`src/rtl/rtc_pkg.sv`:
```
// Package: shared register offsets and identification table for the
// seconds-counter alarm block. Assumes a 12-bit byte address, word aligned.
package rtc_pkg;

    localparam int          RTC_AW       = 12;
    localparam int          RTC_DW       = 32;

    localparam logic [11:0] OFF_COUNT    = 12'h000;
    localparam logic [11:0] OFF_MATCH    = 12'h004;
    localparam logic [11:0] OFF_LOAD     = 12'h008;
    localparam logic [11:0] OFF_CTRL     = 12'h00C;
    localparam logic [11:0] OFF_MASK     = 12'h010;
    localparam logic [11:0] OFF_RAW      = 12'h014;
    localparam logic [11:0] OFF_MASKED   = 12'h018;
    localparam logic [11:0] OFF_CLEAR    = 12'h01C;
    localparam logic [6:0]  ID_WIN_TOP   = 7'h7F;   // addr[11:5] of 0xFE0..0xFFF

    // Identification byte for word index 0..7 of the ID window.
    function automatic logic [7:0] id_byte(input logic [2:0] idx);
        case (idx)
            3'd0:    id_byte = 8'h31;
            3'd1:    id_byte = 8'h10;
            3'd2:    id_byte = 8'h14;
            3'd3:    id_byte = 8'h00;
            3'd4:    id_byte = 8'h0D;
            3'd5:    id_byte = 8'hF0;
            3'd6:    id_byte = 8'h05;
            default: id_byte = 8'hB1;
        endcase
    endfunction

endpackage

```
`src/rtl/rtc_tick_gen.sv`:
```
// Module: one-second enable generator.
// Counts system clocks and pulses tick for one cycle every CLK_HZ cycles.
// A restart request returns the phase to zero so that a full period
// elapses before the next tick. Assumes CLK_HZ >= 1.
module rtc_tick_gen #(
    parameter int CLK_HZ = 50_000_000
) (
    input  logic clk,
    input  logic rst_n,
    input  logic restart,
    output logic tick
);

    localparam int              CNT_W = (CLK_HZ > 1) ? $clog2(CLK_HZ) : 1;
    localparam logic [CNT_W-1:0] LAST = CNT_W'(CLK_HZ - 1);

    logic [CNT_W-1:0] phase;

    assign tick = (phase == LAST) && !restart;

    // Advance the phase counter, wrapping at the end of each second.
    always_ff @(posedge clk) begin
        if (!rst_n || restart) begin
            phase <= '0;
        end else if (phase == LAST) begin
            phase <= '0;
        end else begin
            phase <= phase + 1'b1;
        end
    end


    tick_gap_chk: assert property (@(posedge clk) disable iff (!rst_n)
        (CLK_HZ > 1) && tick |=> !tick);


    restart_quiet_chk: assert property (@(posedge clk) disable iff (!rst_n)
        (CLK_HZ > 1) && restart |=> !tick);

endmodule

```
`src/rtl/rtc_sec_core.sv`:
```
// Module: seconds count, match value, load value and sticky alarm flag.
// Assumes at most one of load_we / match_we / clr_we is high per cycle.
// The alarm is raised on any event (tick, load, match write) whose
// resulting count equals the resulting match value.
module rtc_sec_core #(
    parameter int DW = 32
) (
    input  logic          clk,
    input  logic          rst_n,
    input  logic          tick,
    input  logic          load_we,
    input  logic          match_we,
    input  logic          clr_we,
    input  logic [DW-1:0] wdata,
    output logic [DW-1:0] count,
    output logic [DW-1:0] match_val,
    output logic [DW-1:0] load_val,
    output logic          raw
);

    logic [DW-1:0] count_nxt;
    logic [DW-1:0] match_nxt;
    logic          evt;

    // Next count and match value as seen after this edge.
    always_comb begin
        count_nxt = count;
        if (load_we)   count_nxt = wdata;
        else if (tick) count_nxt = count + 1'b1;
        match_nxt = match_we ? wdata : match_val;
        evt       = load_we || match_we || tick;
    end

    // Register count, match and load values.
    always_ff @(posedge clk) begin
        if (!rst_n) begin
            count     <= '0;
            match_val <= '0;
            load_val  <= '0;
        end else begin
            count     <= count_nxt;
            match_val <= match_nxt;
            if (load_we) load_val <= wdata;
        end
    end

    // Sticky alarm flag: set on a matching event, cleared by write-one.
    always_ff @(posedge clk) begin
        if (!rst_n) begin
            raw <= 1'b0;
        end else if (evt && (count_nxt == match_nxt)) begin
            raw <= 1'b1;
        end else if (clr_we && wdata[0]) begin
            raw <= 1'b0;
        end
    end


    count_step_chk: assert property (@(posedge clk) disable iff (!rst_n)
        tick && !load_we |=> count == $past(count) + 1'b1);


    count_hold_chk: assert property (@(posedge clk) disable iff (!rst_n)
        !tick && !load_we |=> $stable(count));


    load_take_chk: assert property (@(posedge clk) disable iff (!rst_n)
        load_we |=> (count == $past(wdata)) && (load_val == $past(wdata)));


    raw_clear_chk: assert property (@(posedge clk) disable iff (!rst_n)
        clr_we && wdata[0] && !tick |=> !raw);

endmodule

```
`src/rtl/rtc_alarm_timer.sv`:
```
// Module: top of the seconds-counter alarm peripheral.
// Decodes the register bus, keeps the one-bit interrupt mask, builds the
// registered read data and drives the level interrupt. Assumes the bus
// never asserts read and write in the same cycle, and word-aligned addresses.
module rtc_alarm_timer #(
    parameter int CLK_HZ = 50_000_000
) (
    input  logic                       clk,
    input  logic                       rst_n,
    input  logic                       bus_wr,
    input  logic                       bus_rd,
    input  logic [rtc_pkg::RTC_AW-1:0] bus_addr,
    input  logic [rtc_pkg::RTC_DW-1:0] bus_wdata,
    output logic [rtc_pkg::RTC_DW-1:0] bus_rdata,
    output logic                       irq
);
    import rtc_pkg::*;

    localparam int DW = RTC_DW;

    logic [11:0]   word_addr;
    logic          tick;
    logic          load_we, match_we, clr_we, mask_we;
    logic [DW-1:0] count, match_val, load_val;
    logic          raw, mask, masked;

    assign word_addr = {bus_addr[11:2], 2'b00};
    assign load_we   = bus_wr && (word_addr == OFF_LOAD);
    assign match_we  = bus_wr && (word_addr == OFF_MATCH);
    assign clr_we    = bus_wr && (word_addr == OFF_CLEAR);
    assign mask_we   = bus_wr && (word_addr == OFF_MASK);
    assign masked    = raw & mask;
    assign irq       = masked;

    rtc_tick_gen #(.CLK_HZ(CLK_HZ)) u_tick (
        .clk     (clk),
        .rst_n   (rst_n),
        .restart (load_we),
        .tick    (tick)
    );

    rtc_sec_core #(.DW(DW)) u_core (
        .clk       (clk),
        .rst_n     (rst_n),
        .tick      (tick),
        .load_we   (load_we),
        .match_we  (match_we),
        .clr_we    (clr_we),
        .wdata     (bus_wdata),
        .count     (count),
        .match_val (match_val),
        .load_val  (load_val),
        .raw       (raw)
    );

    // Interrupt mask: keep bit 0 of a mask write.
    always_ff @(posedge clk) begin
        if (!rst_n)       mask <= 1'b0;
        else if (mask_we) mask <= bus_wdata[0];
    end

    // Registered read data, selected by offset on a read strobe.
    always_ff @(posedge clk) begin
        if (!rst_n) begin
            bus_rdata <= '0;
        end else if (bus_rd) begin
            if (bus_addr[11:5] == ID_WIN_TOP) begin
                bus_rdata <= {{(DW-8){1'b0}}, id_byte(bus_addr[4:2])};
            end else begin
                case (word_addr)
                    OFF_COUNT:  bus_rdata <= count;
                    OFF_MATCH:  bus_rdata <= match_val;
                    OFF_LOAD:   bus_rdata <= load_val;
                    OFF_CTRL:   bus_rdata <= DW'(1);
                    OFF_MASK:   bus_rdata <= DW'(mask);
                    OFF_RAW:    bus_rdata <= DW'(raw);
                    OFF_MASKED: bus_rdata <= DW'(masked);
                    default:    bus_rdata <= '0;
                endcase
            end
        end
    end


    mask_follow_chk: assert property (@(posedge clk) disable iff (!rst_n)
        mask_we && !bus_wdata[0] |=> !irq);


    reset_irq_chk: assert property (@(posedge clk)
        !rst_n |=> !irq);

endmodule

```
`config.mk`:
```
export PLATFORM = sky130hd
export DESIGN_NAME = rtc_alarm_timer
export DESIGN_NICKNAME = d
export VERILOG_FILES = /design/src/rtl/rtc_pkg.sv /design/src/rtl/rtc_tick_gen.sv /design/src/rtl/rtc_sec_core.sv /design/src/rtl/rtc_alarm_timer.sv
export SDC_FILE = /design/constraint.sdc
export NUM_CORES = 1
export LEC_CHECK = 0
export BUFFER_PORTS_ARGS = -buffer_cell sky130_fd_sc_hd__buf_2
export CORE_MARGIN = 3
export CORE_UTILIZATION = 45
export DETAILED_ROUTE_END_ITERATION = 6
export PLACE_DENSITY_LB_ADDON = 0.2
export SYNTH_ARGS = -nofsm -noshare
export SYNTH_HDL_FRONTEND = slang
export SYNTH_SLANG_ARGS = --single-unit
```
`constraint.sdc`:
```
create_clock -name clk -period 5.91 [get_ports clk]
set_clock_uncertainty 0.15 [all_clocks]
set_input_delay 0.2955 -clock clk [delete_from_list [all_inputs] [get_ports clk]]
set_output_delay 0.2955 -clock clk [all_outputs]
set_load 0.01 [all_outputs]
```
Yosys cells after proc, flatten, opt, wreduce, memory -nomap -nowiden
Cells that the tools add are included.

Output and inout port bits: 33. Bits in registers: 156. Input port bits: 48.

Bitwise logic cells: 1. Mux-type cells: 8. Add/subtract/negate cells: 2. Reduce and logical (&&, ||, !) cells: 16. Equal/unequal tests: 16.

Operator list (number): $pmux W32 S7 (1); $mux W32 (4); $pmux W8 S7 (1); $eq A10 B3 Y1 const B (4); $add A32 B1 Y32 const B (1); $eq A32 B32 Y1 (1); $add A26 B1 Y26 const B (1); $eq A26 B26 Y1 const B (1); $eq A10 B2 Y1 const B (2); $logic_not A12 Y1 (1); $eq A10 B1 Y1 const B (1); $eq A3 B3 Y1 const B (3); $eq A7 B7 Y1 const B (1); $logic_and A1 B1 Y1 (7); $eq A3 B2 Y1 const B (2); $eq A3 B1 Y1 const B (1); $logic_not A3 Y1 (1); $logic_or A1 B1 Y1 (3); $logic_not A1 Y1 (2); $mux W1 (2); $reduce_bool A2 Y1 (1); $reduce_or A2 Y1 (1); $and A1 B1 Y1 (1).

Depth between registers and ports, before layout
Depth in word-level cells: 9. Depth in mapped cells: 12.

Cells and area by module
From an unflattened synthesis, not the netlist that was laid out.

Cells, all modules: 1012. Area, all modules: 8862.2 um^2.

By module, submodules not included: rtc_sec_core (area each 5436.5 um^2, cells each 642, instances 1); rtc_alarm_timer (area each 2173.3 um^2, cells each 230, instances 1); rtc_tick_gen (area each 1252.5 um^2, cells each 140, instances 1).

Worst setup path before layout
No wires, ideal clock.

Path kind: flip-flop to flip-flop. Start: register u_core.count[1]. End: register u_core.raw. Slack: 3.036 ns. Data arrival time: 2.655 ns. Cell stages (with the launch flop): 12. Clock period less this slack: 2.874 ns. Path through: dfxtp_1 > ha_1 > and4_1 > clkbuf_1 > nand3_1 > or4_1 > xor2_1 > xor2_1 > a211oi_1 > a2111oi_0 > nand4_1 > o21ai_1.

Word-level cells in the longest chain between the ends: 6. Elaborated cells on any way between the ends: 7. Those cells by class: add/sub (1); eq/ne (1); mux (3); reduce/logical (2).

RTL lines: start: declaration (RTL line rtc_sec_core.sv:15) `output logic [DW-1:0] count,`; start signal: assignment (RTL line rtc_sec_core.sv:41) `count <= count_nxt;`; $add A32 B1 Y32 (RTL line rtc_sec_core.sv:29) `else if (tick) count_nxt = count + 1'b1;`; $mux W32 (*) (RTL line rtc_sec_core.sv:29); $mux W32 (*) (RTL line rtc_sec_core.sv:28) `if (load_we) count_nxt = wdata;`; $eq A32 B32 Y1 (*) (RTL line rtc_sec_core.sv:51) `end else if (evt && (count_nxt == match_nxt)) begin`; $logic_and A1 B1 Y1 (*) (RTL line rtc_sec_core.sv:51); $mux W1 or $reduce_bool A2 Y1 (tied branches); end signal: assignment (RTL line rtc_sec_core.sv:50) `raw <= 1'b0;`; end signal: assignment (RTL line rtc_sec_core.sv:52) `raw <= 1'b1;`; end signal: assignment (RTL line rtc_sec_core.sv:54) `raw <= 1'b0;`; end: declaration (RTL line rtc_sec_core.sv:18) `output logic raw`.

Every way passes the cells marked *; elsewhere a longest branch is shown, timed or not. A chain may end at the register's enable or synchronous reset.

Worst setup path after layout
Start: register u_core.count[0]. End: register u_core.raw.

Same word-level chain as after synthesis.

==> summary.txt <==
Clock tree
  – Clk root buf: clkbuf_16
  – CTS Buf Count: 17
  – CTS sink count: 156
  – Clk_lat worst skew: 0.44 ns
  – Clk buf depth: 2
  – H-tree levels: 4
  – CTS tree: yes
  – Post-CTS Repair Setup Buffers: 0
  – Worst-path clk slew: 0.07 ns

Logic synthesis
  – Yosys top cell by area: dfxtp_1
  – Yosys warnings: 0
  – Synth async-reset ratio: 0%
  – Share of the synthesized area in the top cell type: 34.8%
  – Post-Syn Area: 0.00898 sq mm
  – Netlist cell types: 86
  – Syn nets: 1190
  – Register area share after synthesis: 34.8%
  – Commonest register cell after synthesis: dfxtp_1
  – Yosys reg bits: 156
  – EDFF count, synth: 0
  – Cells after synthesis: 1140
  – Avg Inst Size Synth: 7.88 sq um
  – Synth area leaders: dfxtp_1 (35%), nand2_1 (7.2%), nor2_1 (6.6%), a21oi_1 (5.7%), xnor2_1 (4.0%)

Pwr
  – Combinational share of power: 4.7%
  – Switching part of the total: 25.6%
  – Lkg Pwr: 0.00367 uW
  – Clock Power Share: 49.0%
  – VDD IR max: 197 uV
  – Internal power: 1700 uW
  – Pwr dens: 222 mW/mm^2
  – Flop pwr share: 46.3%
  – Net Sw Power: 585 uW

Critical path
  – CP top delay family: simple AND/OR/NAND/NOR gates
  – Buf/Inv on CP: 1
  – Slowest-stage cell, CP: dfxtp_1
  – CP Launch Type: register
  – Reg2Reg Setup Slack: 2.24 ns
  – WS Path Type: reg2reg
  – FF-to-FF path depth: 11
  – FF-to-FF Start: u_core.count[0]
  – Worst Path Max Fanout: 7
  – CP peak stage delay: 0.53 ns
  – R2R Path End: u_core.raw
  – Crit path required time: 6.12 ns
  – CP most frequent cell: xor2_1
  – Critical Path Start: u_core.count[0]
  – Crit path DAT: 3.89 ns
  – Setup crit end kind: register
  – Worst path cell trace: ha_1, and4_1, nand3_1, or4_1, xor2_1, xor2_1, a211oi_1, a2111oi_0, buf_4, nand4_1, o21ai_1

Min path
  – Worst Hold Launch: bus_wdata[7]
  – Hold EP: u_core.load_val[7]
  – Hold depth: 3
  – Hold crit path type: in2reg

Route
  – Vias: 8785
  – Drt pass-1 iters: 5
  – DRT antenna net count: 0
  – Detailed router's first-iteration violation count: 992
  – Routed wire length: 27.9 mm
  – Routed WL per cell: 19.0 um
  – DR vias/cell: 5.98
  – Drc violations: 0

Placement
  – DP Worst Slack: 2.19 ns
  – Routability cong.: 0.933
  – IO Port Bufs: 78
  – Dpl hpwl: 18.7 mm
  – DP Area: 0.00942 sq mm

Final layout
  – Ratio of cells with drive above 1 in the final layout: 14.1%
  – Final #Nets: 1242
  – Cell area after layout: 0.0103 sq mm
  – ANT cells: 0
  – Area grow syn2layout: 14.3%

Timing
  – Worst Max-Slew Pin Slew: 1.25 ns
  – Crit path time final: 3.67 ns
  – Slew Viols, Final: 0
  – Setup_tns: 0 ns
  – Final Setup Violations: 0
  – Final-report hold violation count: 0
  – Fin crit share: 62.2%
  – Max Clk Rate: 272 MHz
  – Slew HR: 16.8%
  – Fin Hold WS: 0.0132 ns
  – Setup ws final: 2.24 ns
  – RSZ-0062 raised after global routing: no

Die
  – Die height: 147 um
  – FP Rows: 51
  – IO Pins: 81
  – Core ar.: 0.0195 sq mm
  – DIE AREA: 0.0217 sq mm
  – Width of the die: 147 um
  – Initial core utilization: 46.0%

Global route
  – First-pass GRT wire length: 44.3 mm
  – Vias in the first global route: 8033
  – Antenna violations before repair: 1
  – Largest net degree at the start of global routing: 76
  – Grt ovf: 0
  – Total track usage: 25.5%

Outcome
  – Outcome: completed

Job
  – Max_cap viols: 0
Yosys cell counts (7+ instances only):
library cell / count
nor4_1: 16
clkbuf_1: 57
and4_1: 9
mux2i_1: 16
a222oi_1: 30
nor3_1: 29
xnor2_1: 41
o22ai_1: 7
xor2_1: 34
nand4_1: 26
dfxtp_1: 156
inv_1: 13
a211oi_1: 25
o21ai_0: 19
nand2_1: 172
nor2_1: 159
and2_1: 13
nand3_1: 38
and3_1: 15
a21oi_1: 103
placed cells by master (no fill, tap or decap), types with 5 or more instances in the layout:
cell | synthesis | layout
nand2_1 | 172 | 172
nor2_1 | 159 | 158
dfxtp_1 | 156 | 156
a21oi_1 | 103 | 103
buf_2 | 6 | 78
xnor2_1 | 41 | 41
nand3_1 | 38 | 36
xor2_1 | 34 | 34
a222oi_1 | 30 | 30
nor3_1 | 29 | 28
nand4_1 | 26 | 26
a211oi_1 | 25 | 25
dlygate4sd3_1 | 0 | 24
o21ai_0 | 19 | 19
clkbuf_16 | 0 | 17
nor4_1 | 16 | 16
mux2i_1 | 16 | 16
and3_1 | 15 | 14
and2_1 | 13 | 13
buf_4 | 4 | 13
inv_1 | 13 | 12
and4_1 | 9 | 9
o22ai_1 | 7 | 7
or4_1 | 6 | 6
nand2b_1 | 6 | 6
or3_1 | 5 | 5
nor4_2 | 5 | 5
a221o_1 | 5 | 5
inv_8 | 0 | 5
registers in the layout (all words and copies together) (netlist names):
register and count:
bus_rdata 32, mask 1, u_core.match_val 32, u_core.raw 1, u_core.count 32, u_core.load_val 32
u_tick.phase 26
power by group through the flow:
stage / Combinational, uW / Clock, uW / Sequential (uW)
floorplan: 47.9 / 0 / 1080
global placement: 92.0 / 0 / 1080
detailed placement: 92.8 / 0 / 1080
CTS: 106 / 1140 / 1060
global route: 116 / 1180 / 1060
finish: 106 / 1120 / 1060
cells by family (layout without fill, tap and decap cells):
| logic type | count (synthesis) | in the layout | share of synthesized area, % |
|---|---|---|---|
| buf+inv | 96 | 161 | 5.09 |
| xor+xnor | 79 | 79 | 8.32 |
| flops | 156 | 156 | 34.8 |
| fa+ha+maj | 2 | 2 | 0.279 |
| mux | 20 | 20 | 2.33 |
| simple gates | 541 | 541 | 30.7 |
| compound gates | 246 | 246 | 18.5 |
metrics by stage:
stage	power (uW)	utilization, %	std cells
floorplan	1130	-	1140
global placement	1170	48.3	1414
detailed placement	1170	48.3	1414
CTS	2300	52.6	1470
global route	2360	52.6	1470
finish	2280	52.6	1470
layer usage:
| layer | track usage (%) | routed length [um] |
|---|---|---|
| met1 | 35.9 | 12800 |
| met2 | 39.0 | 12400 |
| met3 | 5.98 | 2040 |
| met4 | 7.78 | 598 |
| met5 | 0 | 13 |
area by class of cell:
cell class	count	area, sq um
Fill cell	1905	9260
Multi-Input combinational cell	888	5430
Sequential cell	156	3120
Timing Repair Buffer	115	728
Clock buffer	17	425
Tap cell	265	332
Clock inverter	15	176
Inverter	14	53.8
worst max path at each step:
stage                  to  slack (ns)  depth (start not counted)
6_report       u_core.raw        2.24                         11
4_1_cts        u_core.raw        2.26                         10
5_1_grt        u_core.raw        2.04                         10
3_5_place_dp   u_core.raw        2.19                         11
3_3_place_gp   u_core.raw        2.25                         11
2_1_floorplan  u_core.raw        3.04                         11
tightest hold or removal path: stages:
cell and delay (ns):
buf_2 0.11, nand2_1 0.07, a21oi_1 0.07
what timing repair did:
item | CTS | global route
gates resized for setup | 0 | 0
endpoints found under the hold margin | 28 | 0
hold buffers | 24 | 0
setup endpoints to repair | 0 | 0
No activity file was read; power rests on OpenSTA's default activity.
